<file path="src/rtl/iexu_pkg.sv">
package iexu_pkg;

   typedef enum logic [3:0] {
      OP_ADD  = 4'd0,
      OP_ADDC = 4'd1,
      OP_SUB  = 4'd2,
      OP_AND  = 4'd3,
      OP_OR   = 4'd4,
      OP_XOR  = 4'd5,
      OP_MUL  = 4'd6,
      OP_MULU = 4'd7,
      OP_DIV  = 4'd8,
      OP_DIVU = 4'd9,
      OP_SHFT = 4'd10,
      OP_EXT  = 4'd11,
      OP_FF1  = 4'd12,
      OP_FL1  = 4'd13,
      OP_CMOV = 4'd14,
      OP_CMP  = 4'd15
   } op_e;

   // compare sub-codes
   localparam logic [4:0] CMP_EQ  = 5'h00;
   localparam logic [4:0] CMP_NE  = 5'h01;
   localparam logic [4:0] CMP_GTU = 5'h02;
   localparam logic [4:0] CMP_GEU = 5'h03;
   localparam logic [4:0] CMP_LTU = 5'h04;
   localparam logic [4:0] CMP_LEU = 5'h05;
   localparam logic [4:0] CMP_GTS = 5'h0A;
   localparam logic [4:0] CMP_GES = 5'h0B;
   localparam logic [4:0] CMP_LTS = 5'h0C;
   localparam logic [4:0] CMP_LES = 5'h0D;

   // shift and extend sub-codes
   localparam logic [1:0] SH_LL = 2'd0;
   localparam logic [1:0] SH_RL = 2'd1;
   localparam logic [1:0] SH_RA = 2'd2;
   localparam logic [1:0] SH_RR = 2'd3;
   localparam logic [1:0] EX_SH = 2'd0;
   localparam logic [1:0] EX_SB = 2'd1;
   localparam logic [1:0] EX_ZH = 2'd2;
   localparam logic [1:0] EX_ZB = 2'd3;

   typedef struct packed {
      logic res_we;
      logic cy_we;
      logic cy;
      logic ov_we;
      logic ov;
      logic f_we;
      logic f;
   } wb_flags_t;

endpackage

</file>
<file path="src/rtl/iexu_mul.sv">
module iexu_mul #(
   parameter int DW = 32
) (
   input  logic [DW-1:0] a_i,
   input  logic [DW-1:0] b_i,
   output logic [DW-1:0] lo_o,
   output logic          sov_o,
   output logic          uov_o
);
   localparam int MSB = DW - 1;

   logic [2*DW-1:0] uprod;
   logic [DW-1:0]   u_hi;
   logic [DW-1:0]   s_hi;

   always_comb begin
      uprod = {{DW{1'b0}}, a_i} * {{DW{1'b0}}, b_i};
      u_hi  = uprod[2*DW-1:DW];
      // signed high word from the unsigned one
      s_hi  = u_hi - (a_i[MSB] ? b_i : '0) - (b_i[MSB] ? a_i : '0);
   end

   assign lo_o  = uprod[DW-1:0];
   assign uov_o = |u_hi;
   assign sov_o = (s_hi != {DW{uprod[MSB]}});

endmodule

</file>
<file path="src/rtl/iexu_bitscan.sv">
module iexu_bitscan #(
   parameter int DW = 32,
   parameter int IW = $clog2(DW + 1)
) (
   input  logic [DW-1:0] a_i,
   output logic [IW-1:0] low_o,
   output logic [IW-1:0] high_o
);

   always_comb begin
      low_o = '0;
      for (int i = DW - 1; i >= 0; i--) begin
         if (a_i[i]) low_o = IW'(i + 1);
      end
   end

   always_comb begin
      high_o = '0;
      for (int i = 0; i < DW; i++) begin
         if (a_i[i]) high_o = IW'(i + 1);
      end
   end

endmodule

</file>
<file path="src/rtl/iexu_alu.sv">
module iexu_alu
   import iexu_pkg::*;
#(
   parameter int DW = 32,
   parameter int IW = $clog2(DW + 1)
) (
   input  op_e           op_i,
   input  logic [4:0]    sub_i,
   input  logic [DW-1:0] a_i,
   input  logic [DW-1:0] b_i,
   input  logic          cin_i,
   input  logic          fin_i,
   input  logic [DW-1:0] mul_lo_i,
   input  logic          mul_sov_i,
   input  logic          mul_uov_i,
   input  logic [IW-1:0] ff1_i,
   input  logic [IW-1:0] fl1_i,
   output logic [DW-1:0] res_o,
   output wb_flags_t     wb_o
);
   localparam int MSB = DW - 1;
   localparam int SW  = $clog2(DW);

   logic [DW:0]     sum;
   logic [DW:0]     dif;
   logic [SW-1:0]   amt;
   logic [2*DW-1:0] rot;
   logic [DW-1:0]   sh_res;
   logic [DW-1:0]   ex_res;
   logic            lt_u, lt_s, eq;
   logic            cmp_res;

   always_comb begin
      sum = {1'b0, a_i} + {1'b0, b_i} + (DW+1)'((op_i == OP_ADDC) & cin_i);
      dif = {1'b0, a_i} - {1'b0, b_i};
   end

   always_comb begin
      amt = b_i[SW-1:0];
      rot = {a_i, a_i} >> amt;
      unique case (sub_i[1:0])
         SH_LL:   sh_res = a_i << amt;
         SH_RL:   sh_res = a_i >> amt;
         SH_RA:   sh_res = $signed(a_i) >>> amt;
         default: sh_res = rot[DW-1:0];
      endcase
   end

   always_comb begin
      unique case (sub_i[1:0])
         EX_SH:   ex_res = {{(DW-16){a_i[15]}}, a_i[15:0]};
         EX_SB:   ex_res = {{(DW-8){a_i[7]}}, a_i[7:0]};
         EX_ZH:   ex_res = {{(DW-16){1'b0}}, a_i[15:0]};
         default: ex_res = {{(DW-8){1'b0}}, a_i[7:0]};
      endcase
   end

   always_comb begin
      eq   = (a_i == b_i);
      lt_u = (a_i < b_i);
      lt_s = ($signed(a_i) < $signed(b_i));
      case (sub_i)
         CMP_EQ:  cmp_res = eq;
         CMP_NE:  cmp_res = !eq;
         CMP_GTU: cmp_res = !lt_u && !eq;
         CMP_GEU: cmp_res = !lt_u;
         CMP_LTU: cmp_res = lt_u;
         CMP_LEU: cmp_res = lt_u || eq;
         CMP_GTS: cmp_res = !lt_s && !eq;
         CMP_GES: cmp_res = !lt_s;
         CMP_LTS: cmp_res = lt_s;
         CMP_LES: cmp_res = lt_s || eq;
         default: cmp_res = 1'b0;
      endcase
   end

   always_comb begin
      res_o = '0;
      wb_o  = '0;
      case (op_i)
         OP_ADD, OP_ADDC: begin
            res_o       = sum[DW-1:0];
            wb_o.res_we = 1'b1;
            wb_o.cy_we  = 1'b1;
            wb_o.cy     = sum[DW];
            wb_o.ov_we  = 1'b1;
            wb_o.ov     = (a_i[MSB] == b_i[MSB]) && (sum[MSB] != a_i[MSB]);
         end
         OP_SUB: begin
            res_o       = dif[DW-1:0];
            wb_o.res_we = 1'b1;
            wb_o.cy_we  = 1'b1;
            wb_o.cy     = dif[DW];
            wb_o.ov_we  = 1'b1;
            wb_o.ov     = (a_i[MSB] != b_i[MSB]) && (dif[MSB] != a_i[MSB]);
         end
         OP_AND: begin res_o = a_i & b_i; wb_o.res_we = 1'b1; end
         OP_OR:  begin res_o = a_i | b_i; wb_o.res_we = 1'b1; end
         OP_XOR: begin res_o = a_i ^ b_i; wb_o.res_we = 1'b1; end
         OP_MUL, OP_MULU: begin
            res_o       = mul_lo_i;
            wb_o.res_we = 1'b1;
            wb_o.cy_we  = 1'b1;
            wb_o.cy     = mul_uov_i;
            wb_o.ov_we  = 1'b1;
            wb_o.ov     = (op_i == OP_MUL) & mul_sov_i;
         end
         OP_SHFT: begin res_o = sh_res;          wb_o.res_we = 1'b1; end
         OP_EXT:  begin res_o = ex_res;          wb_o.res_we = 1'b1; end
         OP_FF1:  begin res_o = DW'(ff1_i);      wb_o.res_we = 1'b1; end
         OP_FL1:  begin res_o = DW'(fl1_i);      wb_o.res_we = 1'b1; end
         OP_CMOV: begin res_o = fin_i ? a_i : b_i; wb_o.res_we = 1'b1; end
         OP_CMP: begin
            wb_o.f_we = 1'b1;
            wb_o.f    = cmp_res;
         end
         default: ;
      endcase
   end

endmodule

</file>
<file path="src/rtl/iexu_div.sv">
module iexu_div #(
   parameter int DW = 32,
   parameter int CW = $clog2(DW + 1)
) (
   input  logic          clk,
   input  logic          rst_n,
   input  logic          start_i,
   input  logic          signed_i,
   input  logic [DW-1:0] num_i,
   input  logic [DW-1:0] den_i,
   output logic          busy_o,
   output logic          fin_o,
   output logic          dz_o,
   output logic [DW-1:0] quo_o
);
   localparam int MSB = DW - 1;

   logic          active;
   logic [CW-1:0] cnt;
   logic [DW:0]   rem;
   logic [DW-1:0] quo;
   logic [DW-1:0] den;
   logic          neg;
   logic          dz;
   logic [DW-1:0] num_mag, den_mag;
   logic [DW:0]   shifted;

   always_comb begin
      num_mag = (signed_i && num_i[MSB]) ? (~num_i + DW'(1)) : num_i;
      den_mag = (signed_i && den_i[MSB]) ? (~den_i + DW'(1)) : den_i;
      shifted = {rem[DW-1:0], quo[MSB]};
   end

   always_ff @(posedge clk or negedge rst_n) begin
      if (!rst_n) begin
         active <= 1'b0;
         cnt    <= '0;
         rem    <= '0;
         quo    <= '0;
         den    <= '0;
         neg    <= 1'b0;
         dz     <= 1'b0;
      end else if (start_i) begin
         active <= 1'b1;
         cnt    <= CW'(DW);
         rem    <= '0;
         quo    <= num_mag;
         den    <= den_mag;
         neg    <= signed_i && (num_i[MSB] ^ den_i[MSB]);
         dz     <= (den_i == '0);
      end else if (active) begin
         if (cnt != '0) begin
            cnt <= cnt - CW'(1);
            if (shifted >= {1'b0, den}) begin
               rem <= shifted - {1'b0, den};
               quo <= {quo[DW-2:0], 1'b1};
            end else begin
               rem <= shifted;
               quo <= {quo[DW-2:0], 1'b0};
            end
         end else begin
            active <= 1'b0;
         end
      end
   end

   assign busy_o = active;
   assign fin_o  = active && (cnt == '0);
   assign dz_o   = dz;
   assign quo_o  = neg ? (~quo + DW'(1)) : quo;

endmodule

</file>
<file path="src/rtl/int_exec_unit.sv">
module int_exec_unit
   import iexu_pkg::*;
#(
   parameter int DW = 32
) (
   input  logic          clk,
   input  logic          rst_n,
   input  logic          start_i,
   input  logic [3:0]    op_i,
   input  logic [4:0]    sub_i,
   input  logic [DW-1:0] opa_i,
   input  logic [DW-1:0] opb_i,
   input  logic          carry_i,
   input  logic          flag_i,
   input  logic          ove_i,
   output logic          busy_o,
   output logic          done_o,
   output logic [DW-1:0] result_o,
   output logic          wr_en_o,
   output logic          carry_o,
   output logic          carry_we_o,
   output logic          ovf_o,
   output logic          ovf_we_o,
   output logic          flag_o,
   output logic          flag_we_o,
   output logic          range_exc_o
);
   localparam int IW = $clog2(DW + 1);

   generate
      if (DW < 16 || (DW & (DW - 1)) != 0) begin : g_bad_width
         $error("int_exec_unit: DW must be a power of two of at least 16");
      end
   endgenerate

   op_e           op;
   logic          is_div, accept, div_start;
   logic [DW-1:0] mul_lo;
   logic          mul_sov, mul_uov;
   logic [IW-1:0] ff1_idx, fl1_idx;
   logic [DW-1:0] alu_res;
   wb_flags_t     alu_wb;
   logic          div_busy, div_fin, div_dz;
   logic [DW-1:0] div_quo;
   logic          div_ove;

   wb_flags_t     out_wb;
   logic [DW-1:0] out_res;
   logic          out_done, out_exc;

   assign op        = op_e'(op_i);
   assign is_div    = (op == OP_DIV) || (op == OP_DIVU);
   assign accept    = start_i && !div_busy;
   assign div_start = accept && is_div;

   iexu_mul #(.DW(DW)) u_mul (
      .a_i   (opa_i),
      .b_i   (opb_i),
      .lo_o  (mul_lo),
      .sov_o (mul_sov),
      .uov_o (mul_uov)
   );

   iexu_bitscan #(.DW(DW), .IW(IW)) u_scan (
      .a_i    (opa_i),
      .low_o  (ff1_idx),
      .high_o (fl1_idx)
   );

   iexu_alu #(.DW(DW), .IW(IW)) u_alu (
      .op_i      (op),
      .sub_i     (sub_i),
      .a_i       (opa_i),
      .b_i       (opb_i),
      .cin_i     (carry_i),
      .fin_i     (flag_i),
      .mul_lo_i  (mul_lo),
      .mul_sov_i (mul_sov),
      .mul_uov_i (mul_uov),
      .ff1_i     (ff1_idx),
      .fl1_i     (fl1_idx),
      .res_o     (alu_res),
      .wb_o      (alu_wb)
   );

   iexu_div #(.DW(DW)) u_div (
      .clk      (clk),
      .rst_n    (rst_n),
      .start_i  (div_start),
      .signed_i (op == OP_DIV),
      .num_i    (opa_i),
      .den_i    (opb_i),
      .busy_o   (div_busy),
      .fin_o    (div_fin),
      .dz_o     (div_dz),
      .quo_o    (div_quo)
   );

   always_ff @(posedge clk or negedge rst_n) begin
      if (!rst_n) div_ove <= 1'b0;
      else if (div_start) div_ove <= ove_i;
   end

   always_ff @(posedge clk or negedge rst_n) begin
      if (!rst_n) begin
         out_done <= 1'b0;
         out_res  <= '0;
         out_wb   <= '0;
         out_exc  <= 1'b0;
      end else if (div_fin) begin
         out_done      <= 1'b1;
         out_res       <= div_quo;
         out_wb        <= '0;
         out_wb.res_we <= !div_dz;
         out_wb.cy_we  <= 1'b1;
         out_wb.cy     <= div_dz;
         out_wb.ov_we  <= 1'b1;
         out_exc       <= div_dz & div_ove;
      end else if (accept && !is_div) begin
         out_done <= 1'b1;
         out_res  <= alu_res;
         out_wb   <= alu_wb;
         out_exc  <= alu_wb.ov & ove_i;
      end else begin
         out_done <= 1'b0;
         out_wb   <= '0;
         out_exc  <= 1'b0;
      end
   end

   assign busy_o      = div_busy;
   assign done_o      = out_done;
   assign result_o    = out_res;
   assign wr_en_o     = out_wb.res_we;
   assign carry_o     = out_wb.cy;
   assign carry_we_o  = out_wb.cy_we;
   assign ovf_o       = out_wb.ov;
   assign ovf_we_o    = out_wb.ov_we;
   assign flag_o      = out_wb.f;
   assign flag_we_o   = out_wb.f_we;
   assign range_exc_o = out_exc;

endmodule

</file>
<file path="config.mk">
export PLATFORM = sky130hd
export DESIGN_NAME = int_exec_unit
export DESIGN_NICKNAME = d
export VERILOG_FILES = /design/src/rtl/iexu_pkg.sv /design/src/rtl/iexu_mul.sv /design/src/rtl/iexu_bitscan.sv /design/src/rtl/iexu_alu.sv /design/src/rtl/iexu_div.sv /design/src/rtl/int_exec_unit.sv
export SDC_FILE = /design/constraint.sdc
export NUM_CORES = 2
export LEC_CHECK = 0
export BUFFER_PORTS_ARGS = -buffer_cell sky130_fd_sc_hd__buf_2
export CAP_MARGIN = 20
export CORE_ASPECT_RATIO = 1.75
export CORE_MARGIN = 5
export CORE_UTILIZATION = 40
export CTS_CLUSTER_SIZE = 25
export DETAILED_ROUTE_END_ITERATION = 8
export REMOVE_ABC_BUFFERS = 1
export SYNTH_ARGS = -nofsm -noshare
export SYNTH_HDL_FRONTEND = slang
export SYNTH_HIERARCHICAL = 1
export SYNTH_SLANG_ARGS = --single-unit
</file>
<file path="constraint.sdc">
create_clock -name clk -period 4.7 [get_ports clk]
set_input_delay 0.47 -clock clk [delete_from_list [all_inputs] [get_ports clk]]
set_output_delay 0.47 -clock clk [all_outputs]
set_load 0.01 [all_outputs]
</file>
==> flow_summary.yaml <==
global_route:
  grt_max_degree: 84
  grt_usage_pct: 33.1
  grt_pass1_wl_mm: 375
  antenna_found_initial: 12
  grt_pass1_vias: 60226
  overflow: 0
worst_setup_path:
  cp_max_fo: 7
  cp_common_cell: "fa_1"
  critPathKind: "input port to flip-flop"
  slowest_delay_ns: 0.55
  arrival_ns: 11.38
  start_kind: "input port"
  critPathCaptureType: "flip-flop"
  cp_data_required_time_ns: 5.04
  slowest_stage: "fa_1"
floorplanning:
  die_w_um: 297
  num_rows: 184
  die_area_um2: 152000
  coreArea_um2: 143000
  initial_core_util_pct: 40.1
  ioPinCount: 121
  chipHeight_um: 512
final_layout:
  fin_area_um2: 73100
  area_growth_pct: 27.1
  drive_gt1_share_pct: 25.3
  finalCoreUtilization_pct: 51.0
  final_cells: 9695
  nets: 9251
logic_synthesis:
  syn-cell-area_um2: 57500
  synth-warning-count: 6
  seq_area_frac_synth_pct: 6.39
  syn_inst: 6860
  yosysUniqueCellTypes: 115
  synth_seq_cells: 147
  synthArstFlopShare_pct: 100
  synth_flop_cell: "dfrtp_1"
  synth.avg_cell_area_um2: 8.39
  synth_edf_count: 0
place:
  gp_congestion: 1.05
  dp_cells: 9517
  hpwl_mm: 209
  io_buffers: 120
  place_area_um2: 67600
clock_network:
  tritoncts: "yes"
  numCtsBuffers: 17
  cts.sinks: 147
  insertion_delay_ns: 0.47
  cts_htree_levels: 4
  path_clk_slew_ns: 0.07
  cts-root-buf: "clkbuf_16"
  cts_buffer_depth: 2
run:
  drv_cap: 0
timing:
  fin_ws_ns: -6.34
  hold_violations: 4
  max_freq_mhz: 90.6
  fin_skew_ns: 0.0205
  relSlewSlack_pct: 31.8
  maxSlewViolCount: 0
  whs_ns: -0.00210
  rsz0062_at_grt: "yes"
  worst_pin_slew_ns: 1.02
  finalCritPeriodShare_pct: 235
  setup_viol: 30
  fin_setup_tns_ns: -87.96
  finalCriticalPeriod_ns: 11.04
drt:
  drc: 0
  wl_per_cell_um: 26.5
  vias: 55968
  vias_per_cell: 5.77
  routed_wl_mm: 257
  drt-pass1-iter-count: 7
  drt_iter0_markers: 3738
  drtAntennaViolNets: 0
min_path:
  min_path_type: "input port to async pin"
status:
  status: "finished, violations left"
  violations: "negative hold slack, negative setup slack"
-- layer usage --
layer / wire length [um] / global-route usage [%]
met1: 81600 / 31.9
met4: 31900 / 31.4
met3: 13600 / 4.65
met5: 51 / 0
met2: 130000 / 59.1
-- cells by family (layout without fill, tap and decap cells) --
| logic type | after synthesis | after routing | synth area share [%] |
|---|---|---|---|
| muxes | 238 | 238 | 5.52 |
| xor gates and xnor gates | 204 | 204 | 3.11 |
| DFF | 147 | 147 | 6.39 |
| buffers and inverters | 1446 | 2411 | 9.61 |
| other | 0 | 10 | 0 |
| and+or+nand+nor | 2258 | 2258 | 19.6 |
| adders and majority gates | 1359 | 1359 | 41.7 |
| AOI/OAI and AO/OA | 1208 | 1208 | 14.1 |
-- layout by cell type, fill, tap and decap left out, drive strengths merged, types with 74 or more instances in the layout --
| cell | netlist | routed |
|---|---|---|
| buf | 59 | 1356 |
| o21ai | 235 | 235 |
| a21oi | 358 | 358 |
| xor2 | 75 | 75 |
| nor2 | 394 | 394 |
| xnor2 | 129 | 129 |
| a21o | 74 | 74 |
| ha | 429 | 429 |
| and2 | 639 | 639 |
| nand2 | 738 | 738 |
| mux2 | 81 | 81 |
| dfrtp | 147 | 147 |
| inv | 1019 | 1029 |
| nand3 | 97 | 97 |
| fa | 930 | 930 |
| mux2i | 102 | 102 |
| nor3 | 78 | 78 |
-- Yosys cell counts, types with 38 or more instances --
library cell / number / area, um^2
dfrtp_1: 147 / 3680
and2_1: 635 / 3970
mux4_2: 54 / 1220
a211oi_1: 53 / 398
nor2_1: 392 / 1470
mux2_2: 80 / 901
a21o_1: 74 / 556
o31ai_1: 46 / 345
a21oi_1: 354 / 1770
nand3_1: 97 / 485
and3_1: 39 / 244
fa_1: 930 / 18600
inv_1: 1015 / 3810
clkbuf_1: 365 / 1370
nand4_1: 56 / 350
xnor2_1: 129 / 1130
o21ai_0: 222 / 1110
ha_1: 429 / 5370
nand2_1: 738 / 2770
o211ai_1: 38 / 285
nor3_1: 76 / 380
mux2i_1: 102 / 1020
xor2_1: 75 / 657
-- layout make-up --
type | instances | area, um^2
fillers | 13440 | 70300
multi-input cells | 5267 | 51100
repair buffers | 1360 | 11500
inverters | 1020 | 3830
flip-flops and latches | 147 | 3680
well taps | 1860 | 2330
clock buffers | 17 | 425
clock inverters | 14 | 161
diodes | 10 | 25.0
-- critical path: cells and delay by family --
family	cells	cell delay, ns
AND/OR/NAND/NOR	7	1.42
XOR/XNOR	1	0.21
adder cells (fa/ha/maj)	11	4.87
buffers and inverters	8	0.77
AO/OA/AOI/OAI	17	3.59
-- through the flow --
stage	worst slack, ns	hold WS [ns]
CTS	-6.23	0.0103
global route	-6.66	0.0395
finish	-6.34	-0.00210
global placement	-7.63	0.471
detailed placement	-7.70	0.477
floorplan	-6.06	0.174
-- path summary, 6_finish.rpt --
check,depth (start not counted),startpoint,endpoint,slack (ns)
worst min register to register,1,result_o[1]$_DFFE_PN0P_,result_o[1]$_DFFE_PN0P_,0.50
worst max-delay path,44,opb_i[4],range_exc_o$_DFF_PN0_,-6.34
max in group asynchronous,2,rst_n,u_div/den[19]$_DFFE_PN0P_,3.83
worst min-delay path,1,rst_n,result_o[10]$_DFFE_PN0P_,-0.002
min in group clk,2,ove_i,range_exc_o$_DFF_PN0_,0.28
worst max register to register,11,u_div/quo[4]$_DFFE_PN0P_,result_o[31]$_DFFE_PN0P_,0.62
-- sequential cells by signal (all words and copies together), names as in the netlist, 6 cells and up --
signal     cells
result_o      32
u_div/den     32
u_div/quo     32
u_div/rem     32
u_div/cnt      6
-- repair_timing --
| action | 4_1_cts | 5_1_grt |
|---|---|---|
| gates resized for setup | 549 | 245 |
| hold buffers | 0 | 0 |
| endpoints found under the setup margin | 32 | 33 |
| setup buffers | 90 | 48 |
| pin swaps | 227 | 190 |
| gates cloned | 4 | 1 |
Power is not shown: default switching activity piles up to over one toggle a cycle in this logic, so the estimate is an artifact.
